--- src/rtl/bootlock_pkg.sv ---
package bootlock_pkg;

    localparam int ADDR_W = 19;

    localparam logic [7:0] CODE_SMALL = 8'h40;
    localparam logic [7:0] CODE_LARGE = 8'h70;

    // Encoding equals the status bits [1:0] returned on readback
    typedef enum logic [1:0] {
        LK_NONE  = 2'b00,
        LK_SMALL = 2'b10,
        LK_LARGE = 2'b11
    } lock_e;

    typedef enum logic [1:0] {
        OP_PROG  = 2'b00,
        OP_PAGE  = 2'b01,
        OP_SECT  = 2'b10,
        OP_CHIP  = 2'b11
    } op_kind_e;

    function automatic lock_e size_from_code(input logic [7:0] code);
        if (code == CODE_SMALL)      return LK_SMALL;
        else if (code == CODE_LARGE) return LK_LARGE;
        else                         return LK_NONE;
    endfunction

endpackage

--- src/rtl/bootlock_store.sv ---
module bootlock_store
    import bootlock_pkg::*;
#(
    parameter int AW = ADDR_W
) (
    input  logic          clk,
    input  logic          factory_rst,
    input  logic          lock_req,
    input  logic [7:0]    lock_code,
    input  logic [AW-1:0] lock_addr,
    output lock_e         bot_code,
    output lock_e         top_code
);

    lock_e req_size;
    logic  anchor_top;
    logic  anchor_bot;

    always_comb begin
        req_size   = size_from_code(lock_code);
        anchor_top = (lock_addr == {AW{1'b1}});
        anchor_bot = (lock_addr == {AW{1'b0}});
    end

    // Settings survive the ordinary reset; only the factory clear opens them
    always_ff @(posedge clk) begin
        if (factory_rst) begin
            bot_code <= LK_NONE;
            top_code <= LK_NONE;
        end else if (lock_req && req_size != LK_NONE) begin
            if (anchor_top && top_code == LK_NONE) top_code <= req_size;
            if (anchor_bot && bot_code == LK_NONE) bot_code <= req_size;
        end
    end

endmodule

--- src/rtl/bootlock_window.sv ---
module bootlock_window
    import bootlock_pkg::*;
#(
    parameter int AW      = ADDR_W,
    parameter int SMALL_W = 14,
    parameter int LARGE_W = 16,
    parameter bit AT_TOP  = 1'b0
) (
    input  lock_e         code,
    output logic          active,
    output logic [AW-1:0] lo,
    output logic [AW-1:0] hi
);

    localparam logic [AW-1:0] SMALL_SPAN = {{(AW-SMALL_W){1'b0}}, {SMALL_W{1'b1}}};
    localparam logic [AW-1:0] LARGE_SPAN = {{(AW-LARGE_W){1'b0}}, {LARGE_W{1'b1}}};

    logic [AW-1:0] span;

    always_comb begin
        active = (code != LK_NONE);
        span   = (code == LK_LARGE) ? LARGE_SPAN : SMALL_SPAN;
    end

    generate
        if (AT_TOP) begin : g_top
            assign lo = ~span;
            assign hi = {AW{1'b1}};
        end else begin : g_bot
            assign lo = {AW{1'b0}};
            assign hi = span;
        end
    endgenerate

endmodule

--- src/rtl/bootlock_gate.sv ---
module bootlock_gate
    import bootlock_pkg::*;
#(
    parameter int AW     = ADDR_W,
    parameter int PAGE_W = 12,
    parameter int SECT_W = 16
) (
    input  logic                clk,
    input  logic                rst,
    input  logic                op_valid,
    input  op_kind_e            op_kind,
    input  logic [AW-1:0]       op_addr,
    input  logic [1:0]          win_act,
    input  logic [1:0][AW-1:0]  win_lo,
    input  logic [1:0][AW-1:0]  win_hi,
    output logic                op_done,
    output logic                op_allow,
    output logic                op_reject
);

    localparam logic [AW-1:0] PAGE_MASK = {{(AW-PAGE_W){1'b0}}, {PAGE_W{1'b1}}};
    localparam logic [AW-1:0] SECT_MASK = {{(AW-SECT_W){1'b0}}, {SECT_W{1'b1}}};

    logic [AW-1:0] rng_lo;
    logic [AW-1:0] rng_hi;
    logic [1:0]    overlap;
    logic          hit;

    always_comb begin
        unique case (op_kind)
            OP_PROG: begin rng_lo = op_addr;              rng_hi = op_addr;             end
            OP_PAGE: begin rng_lo = op_addr & ~PAGE_MASK; rng_hi = op_addr | PAGE_MASK; end
            OP_SECT: begin rng_lo = op_addr & ~SECT_MASK; rng_hi = op_addr | SECT_MASK; end
            default: begin rng_lo = {AW{1'b0}};           rng_hi = {AW{1'b1}};          end
        endcase
    end

    for (genvar w = 0; w < 2; w++) begin : g_ovl
        assign overlap[w] = win_act[w] && (rng_lo <= win_hi[w]) && (rng_hi >= win_lo[w]);
    end

    assign hit = |overlap;

    always_ff @(posedge clk) begin
        if (rst) begin
            op_done   <= 1'b0;
            op_allow  <= 1'b0;
            op_reject <= 1'b0;
        end else begin
            op_done   <= op_valid;
            op_allow  <= op_valid && !hit;
            op_reject <= op_valid && hit;
        end
    end

endmodule

--- src/rtl/bootlock_ctrl.sv ---
module bootlock_ctrl
    import bootlock_pkg::*;
#(
    parameter int AW      = ADDR_W,
    parameter int SMALL_W = 14,
    parameter int LARGE_W = 16,
    parameter int PAGE_W  = 12,
    parameter int SECT_W  = 16
) (
    input  logic          clk,
    input  logic          rst,
    input  logic          factory_rst,
    input  logic          lock_req,
    input  logic [7:0]    lock_code,
    input  logic [AW-1:0] lock_addr,
    input  logic          op_valid,
    input  logic [1:0]    op_kind,
    input  logic [AW-1:0] op_addr,
    output logic          op_done,
    output logic          op_allow,
    output logic          op_reject,
    input  logic [AW-1:0] id_addr,
    output logic          id_hit,
    output logic [7:0]    id_status
);

    localparam logic [AW-1:0] ID_BOT_ADDR = AW'(2);
    localparam logic [AW-1:0] ID_TOP_ADDR = ~AW'(13);

    lock_e              bot_code;
    lock_e              top_code;
    lock_e              loc_code [2];
    logic [1:0]         win_act;
    logic [1:0][AW-1:0] win_lo;
    logic [1:0][AW-1:0] win_hi;

    bootlock_store #(.AW(AW)) i_store (
        .clk         (clk),
        .factory_rst (factory_rst),
        .lock_req    (lock_req),
        .lock_code   (lock_code),
        .lock_addr   (lock_addr),
        .bot_code    (bot_code),
        .top_code    (top_code)
    );

    assign loc_code[0] = bot_code;
    assign loc_code[1] = top_code;

    // Index 0 guards the low end, index 1 the high end
    for (genvar g = 0; g < 2; g++) begin : g_win
        bootlock_window #(
            .AW      (AW),
            .SMALL_W (SMALL_W),
            .LARGE_W (LARGE_W),
            .AT_TOP  (1'(g == 1))
        ) i_win (
            .code   (loc_code[g]),
            .active (win_act[g]),
            .lo     (win_lo[g]),
            .hi     (win_hi[g])
        );
    end

    bootlock_gate #(.AW(AW), .PAGE_W(PAGE_W), .SECT_W(SECT_W)) i_gate (
        .clk       (clk),
        .rst       (rst),
        .op_valid  (op_valid),
        .op_kind   (op_kind_e'(op_kind)),
        .op_addr   (op_addr),
        .win_act   (win_act),
        .win_lo    (win_lo),
        .win_hi    (win_hi),
        .op_done   (op_done),
        .op_allow  (op_allow),
        .op_reject (op_reject)
    );

    always_comb begin
        id_hit    = 1'b0;
        id_status = 8'h00;
        if (id_addr == ID_BOT_ADDR) begin
            id_hit    = 1'b1;
            id_status = {6'b0, bot_code};
        end else if (id_addr == ID_TOP_ADDR) begin
            id_hit    = 1'b1;
            id_status = {6'b0, top_code};
        end
    end

endmodule

--- config.mk ---
export PLATFORM = sky130hd
export DESIGN_NAME = bootlock_ctrl
export DESIGN_NICKNAME = d
export VERILOG_FILES = /design/src/rtl/bootlock_pkg.sv /design/src/rtl/bootlock_store.sv /design/src/rtl/bootlock_window.sv /design/src/rtl/bootlock_gate.sv /design/src/rtl/bootlock_ctrl.sv
export SDC_FILE = /design/constraint.sdc
export NUM_CORES = 1
export LEC_CHECK = 0
export ABC_AREA = 1
export BUFFER_PORTS_ARGS = -buffer_cell sky130_fd_sc_hd__buf_2
export CAP_MARGIN = 20
export CORE_UTILIZATION = 35
export DETAILED_ROUTE_END_ITERATION = 10
export PLACE_DENSITY_LB_ADDON = 0.05
export SYNTH_ARGS = -nofsm -noshare
export SYNTH_HDL_FRONTEND = slang
export SYNTH_SLANG_ARGS = --single-unit
export TNS_END_PERCENT = 50
--- constraint.sdc ---
create_clock -name clk -period 1.86 [get_ports clk]
set_input_delay 0.372 -clock clk [delete_from_list [all_inputs] [get_ports clk]]
set_output_delay 0.372 -clock clk [all_outputs]
set_load 0.03 [all_outputs]
## Yosys cells after proc, flatten, opt, wreduce, memory -nomap -nowiden

Cells that the tools add are included.

- Memory bits (read-only): 0
- Word-level logic and storage cells: 49
- Memory bits (writable): 0
- Input bits: 72
- Register bits after elaboration: 7
- Output and inout bits: 12
- Memories kept: 0
- Bits in latches: 0

- Order comparisons: 4
- Muxes and demuxes: 10
- Add/subtract/negate cells: 0
- Equal/unequal tests: 9
- Bitwise operators: 1
- Div/mod/pow operators: 0
- Reductions and logical operators: 20
- Shift operators: 0
- Multipliers: 0

Operators by type and width:

| kind | number |
|---|---|
| one-hot mux 19 bit (3 select lines) | 2 |
| equality test 19 bit, second input constant | 2 |
| 2-to-1 mux 16 bit | 2 |
| equality test 19 x 2 -> 1 bit, second input constant | 1 |
| >= comparator 19 x 1 -> 1 bit, second input constant | 1 |
| >= comparator 19 bit | 1 |
| less-or-equal comparator 19 x 16 -> 1 bit | 1 |
| less-or-equal comparator 19 bit, second input constant | 1 |
| zero test 19 bit | 1 |
| NOT 19 bit | 1 |
| equality test 8 x 7 -> 1 bit, second input constant | 2 |
| logical AND 1 bit | 9 |
| 2-to-1 mux 2 bit | 4 |
| equality test 2 bit, second input constant | 3 |
| zero test 2 bit | 3 |
| nonzero test 2 bit | 3 |
| AND reduction 2 bit | 2 |
| equality test 2 x 1 -> 1 bit, second input constant | 1 |
| 2-to-1 mux 1 bit | 2 |
| OR reduction 2 bit | 1 |
| zero test 1 bit | 1 |

## Longest topological paths before layout

- Word-level depth: 8
- Mapped depth: 13
- Depth with buffers taken out: 12

## Cells and area by module

From an unflattened synthesis, not the netlist that was laid out.

- Cell total of the unflattened synthesis: 630
- Area total of the unflattened synthesis: 3732.3 um^2

Modules (own cells, without submodules):

| module | instances | area each (um^2) | cells an instance |
|---|---|---|---|
| bootlock_gate | 1 | 2566.2 | 433 |
| bootlock_store | 1 | 342.8 | 65 |
| bootlock_window (g_win[0].i_win) | 1 | 304.0 | 44 |
| bootlock_window (g_win[1].i_win) | 1 | 300.3 | 43 |
| bootlock_ctrl | 1 | 219.0 | 45 |

## Worst setup path after synthesis

OpenSTA, ideal clock, no wires.

- Path type: input -> register
- Start point: input port op_kind[0]
- End point: register i_gate.op_allow
- Setup time: 0.112 ns
- Path buffers: 1
- Cell stages on the path: 13
- Path slack: 0.064 ns
- Arrival: 1.684 ns
- Cells stage by stage: inv_1 -> ha_1 -> buf_6 -> nor2_8 -> nor3_1 -> ha_1 -> nand2_1 -> nor2_1 -> nand3_1 -> o21bai_2 -> nand2_2 -> nand2_1 -> nor2_1

- Longest elaborated chain between the ends: 8
- Elaborated cells on any way between the ends: 16
- Classes of those cells: 4 x order compare; 2 x eq/ne; 2 x mux; 8 x reduce/logical

Ends and longest elaborated chain:

| element | RTL line | text |
|---|---|---|
| start: declaration | bootlock_ctrl.sv:17 | `input logic [1:0] op_kind,` |
| equality test 2 bit (tied with other cells) | bootlock_gate.sv:30 | `unique case (op_kind)` |
| one-hot mux 19 bit (3 select lines) | bootlock_gate.sv:30 |  |
| less-or-equal comparator 19 x 16 -> 1 bit / less-or-equal comparator 19 bit (equally long branches) | bootlock_gate.sv:39 | `assign overlap[w] = win_act[w] && (rng_lo <= win_hi[w]) && (rng_hi >= win_lo[w]);` |
| logical AND 1 bit (2 in a row) | bootlock_gate.sv:39 |  |
| OR reduction 2 bit (*) | bootlock_gate.sv:42 | `assign hit = \|overlap;` |
| zero test 1 bit (*) | bootlock_gate.sv:51 | `op_allow <= op_valid && !hit;` |
| logical AND 1 bit (*) | bootlock_gate.sv:51 |  |
| end signal: assignment | bootlock_gate.sv:51 |  |
| end: declaration | bootlock_gate.sv:17 | `output logic op_allow,` |

Mark *: on every way between the ends. The rest lies on a longest branch, timed or not.
A chain may end at the register's enable or synchronous reset.

## Worst setup path in the final report

- Start point: input port id_addr[3]
- End point: output port id_status[1]

- Longest elaborated chain between the ends: 3
- Elaborated cells on any way between the ends: 4
- Classes of those cells: 2 x eq/ne; 2 x mux

Ends and longest elaborated chain:

| element | RTL line | text |
|---|---|---|
| start: declaration | bootlock_ctrl.sv:22 | `input logic [AW-1:0] id_addr,` |
| equality test 19 bit | bootlock_ctrl.sv:85 | `end else if (id_addr == ID_TOP_ADDR) begin` |
| 2-to-1 mux 2 bit | bootlock_ctrl.sv:85 |  |
| 2-to-1 mux 2 bit (*) | bootlock_ctrl.sv:82 | `if (id_addr == ID_BOT_ADDR) begin` |
| end: declaration | bootlock_ctrl.sv:24 | `output logic [7:0] id_status` |

Marks and branches as above.

==> metrics.yaml <==
worst_setup_path:
  path_delay_family: "simple AND/OR/NAND/NOR gates"
  cp_slowest_cell: "buf_2"
  path_class: "in -> out"
  cp_max_fo: 3
  cpMostUsedCell: "buf_2"
  crit_buf_inv: 2
  crit_path_end_kind: "output pin"
  max_stage_delay_ns: 0.22
  cp_num_cells: 7
  required_ns: 1.49
  arrival_ns: 1.33
  worstPathCellList: "buf_2 > nor2_1 > nand3b_1 > nor3b_1 > nand2_1 > o22ai_1 > buf_2"
  startpoint_type: "input pin"
  ff2ff_setup_slack_ns: 0.45
  reg2reg_depth: 9
hold_path:
  whs_path_depth: 2
  hold_class: "in -> reg"
power:
  pwr-share-clk_pct: 27.5
  p_sw_w: 0.000172
  p_sw_share_pct: 33.6
  max-vdd-ir-drop_uv: 274
  pwr-share-seq_pct: 29.9
  comb_power_share_pct: 42.6
  p_int_w: 0.000340
  power_density_nw_per_um2: 345
  p_leak_nw: 0.821
synthesis:
  ys_types: 27
  muxShareOfSynthArea_pct: 0
  synth_top_area_cell: "dfxtp_1"
  seq_area_frac_synth_pct: 13.7
  synth-xor-area-share_pct: 0
  async_reset_ff_share_pct: 0
  syn_area_per_cell_um2: 5.87
  synth_common_cells: "35 x nor2_1, 34 x nand2_1, 22 x inv_1"
  ys_warn_count: 0
  yosys.area_share.simple_pct: 49.1
  synth_ff_type: "dfxtp_1"
  synth_edf_count: 0
  synth-compound-area-share_pct: 12.3
  netlist_area_um2: 1020
  synthAdderAreaFrac_pct: 9.80
  syn_inst: 174
  synth-seq-cells: 7
  synth_top_family_by_area: "simple AND/OR/NAND/NOR gates"
  synth_top_area_share_pct: 13.7
  synth.area.top_cells: "dfxtp_1 14%, nor2_1 13%, nand2_1 13%"
  yosysMostFrequentCell: "nor2_1"
layout:
  syn_to_final_growth_pct: 45.6
  nNetsFinal: 341
  drive_above_1_share_pct: 40.0
  fin_util_pct: 53.9
  final-seq-area_um2: 140
  multiInputGateArea_um2: 749
  diodes: 0
  fill_cells: 332
grt:
  grt_first_pass_wirelength_um: 4740
  grt_pass1_vias: 1317
  grt_max_degree: 8
  antenna_found_initial: 0
  grt_use_total_pct: 18.3
  overflow: 0
cts:
  cts_tree: "yes"
  clkTransAtPathRegs_ns: 0.05
  cts.repair.resized: 0
  cts.sinks: 7
  clockBufferDepth: 2
  postCtsSetupBuffers: 0
  clockRootBuffer: "clkbuf_4"
  cts_htree_levels: 1
  clk_latency_ns: 0.25
  hold_buffers: 0
  cts-buffers-inserted: 3
routing:
  drt_pass1_iterations: 4
  ant_nets: 0
  wl_per_cell_um: 8.80
  vias: 1330
  drc: 0
  first_iter_violations: 61
  wirelength_um: 2560
  avgViaCountPerCell: 4.57
sta:
  rsz0062_at_grt: "no"
  fin_crit_sh_pct: 91.5
  setup_violations: 0
  fin_ws_ns: 0.159
  drv_slew: 0
  finClkSkew_ns: 0.00132
  max_freq_mhz: 588
  period_minus_slack_ns: 1.70
  hold_viol: 0
job:
  maxCapViolations: 0
placement:
  place.gp.congestion: 0.748
  portBuffers: 77
  place_hpwl_um: 2300
  place_ws_ns: -0.0400
floorplanning:
  initial_core_util_pct: 37.0
  die_y_um: 56.0
  num_rows: 19
  fp.dieW_um: 56.0
  dieArea_um2: 3140
  io_pins: 84
  core_area_um2: 2760
status:
  outcome: "completed"
[layout make-up]
cell class              count  area share [%]
clock buffers               4            1.77
inverters                  25            6.31
multi-input cells         140            50.4
flip-flops and latches      7            9.43
well taps                  31            2.61
repair buffers             84            29.5
[registers in the layout (all words and copies together), names as in the netlist]
name              count
i_gate.op_allow       1
i_store.bot_code      2
i_gate.op_done        1
i_gate.op_reject      1
i_store.top_code      2
[through the flow]
step	TNS [ns]	std cells	cell area (µm²)	hold slack [ns]	total power, W
after floorplan	0	179	1040	0.441	0.000273
after global placement	-0.0128	287	1460	0.510	0.000374
after detailed placement	-0.0493	287	1460	0.511	0.000375
after CTS	0	291	1490	0.279	0.000518
after global routing	0	291	1490	0.278	0.000560
final	0	291	1490	0.284	0.000512
[cell families after synthesis]
group / Yosys count
other: 1
DFF: 7
AOI/OAI and AO/OA: 19
buffers and inverters: 32
and+or+nand+nor: 107
adders and majority gates: 8
[layout by cell type, fill, tap and decap left out]
| master | netlist | final |
|---|---|---|
| a21boi_0 | 1 | 1 |
| a21oi_1 | 8 | 8 |
| a21oi_2 | 3 | 3 |
| buf_2 | 0 | 77 |
| buf_4 | 6 | 7 |
| clkbuf_1 | 0 | 1 |
| clkbuf_4 | 0 | 3 |
| conb_1 | 1 | 6 |
| dfxtp_1 | 7 | 7 |
| ha_1 | 8 | 8 |
| inv_1 | 22 | 22 |
| inv_2 | 3 | 3 |
| nand2_1 | 34 | 34 |
| nand2_2 | 5 | 5 |
| nand2_4 | 1 | 1 |
| nand3_1 | 10 | 10 |
| nand3b_1 | 2 | 2 |
| nand4_1 | 7 | 7 |
| nand4_2 | 1 | 1 |
| nor2_1 | 35 | 35 |
| nor2_2 | 1 | 1 |
| nor2_8 | 1 | 1 |
| nor3_1 | 9 | 9 |
| nor3b_1 | 1 | 1 |
| o21ai_0 | 1 | 1 |
| o21ai_1 | 2 | 2 |
| o21bai_2 | 1 | 1 |
| o22ai_1 | 2 | 2 |
| o22ai_2 | 1 | 1 |
[worst paths after layout]
kind                                             to                start
worst min register to register  i_store.top_code[0]  i_store.top_code[0]
worst min-delay path                 i_gate.op_done                  rst
worst max register to register      i_gate.op_allow  i_store.bot_code[1]
worst max-delay path                   id_status[1]           id_addr[3]
[per-layer routing]
layer | vias to the layer above | part of all wire [%] | GRT usage [%] | wire, µm
li1 | 723 | - | - | -
met1 | 564 | 40 | 18.4 | 1030
met2 | 43 | 53 | 36.9 | 1350
met3 | 0 | 6.9 | 3.49 | 177
met4 | 0 | 0 | 5.57 | 0
met5 | - | 0 | 0 | 0
[power by group through the flow]
stage | clock network, W | logic (W) | registers, W
2_1_floorplan | 0 | 0.000112 | 0.000161
3_3_place_gp | 0 | 0.000218 | 0.000156
3_5_place_dp | 0 | 0.000219 | 0.000156
4_1_cts | 0.000146 | 0.000220 | 0.000153
5_1_grt | 0.000160 | 0.000247 | 0.000153
6_report | 0.000141 | 0.000218 | 0.000153
Power figures use the tool's default switching activity.
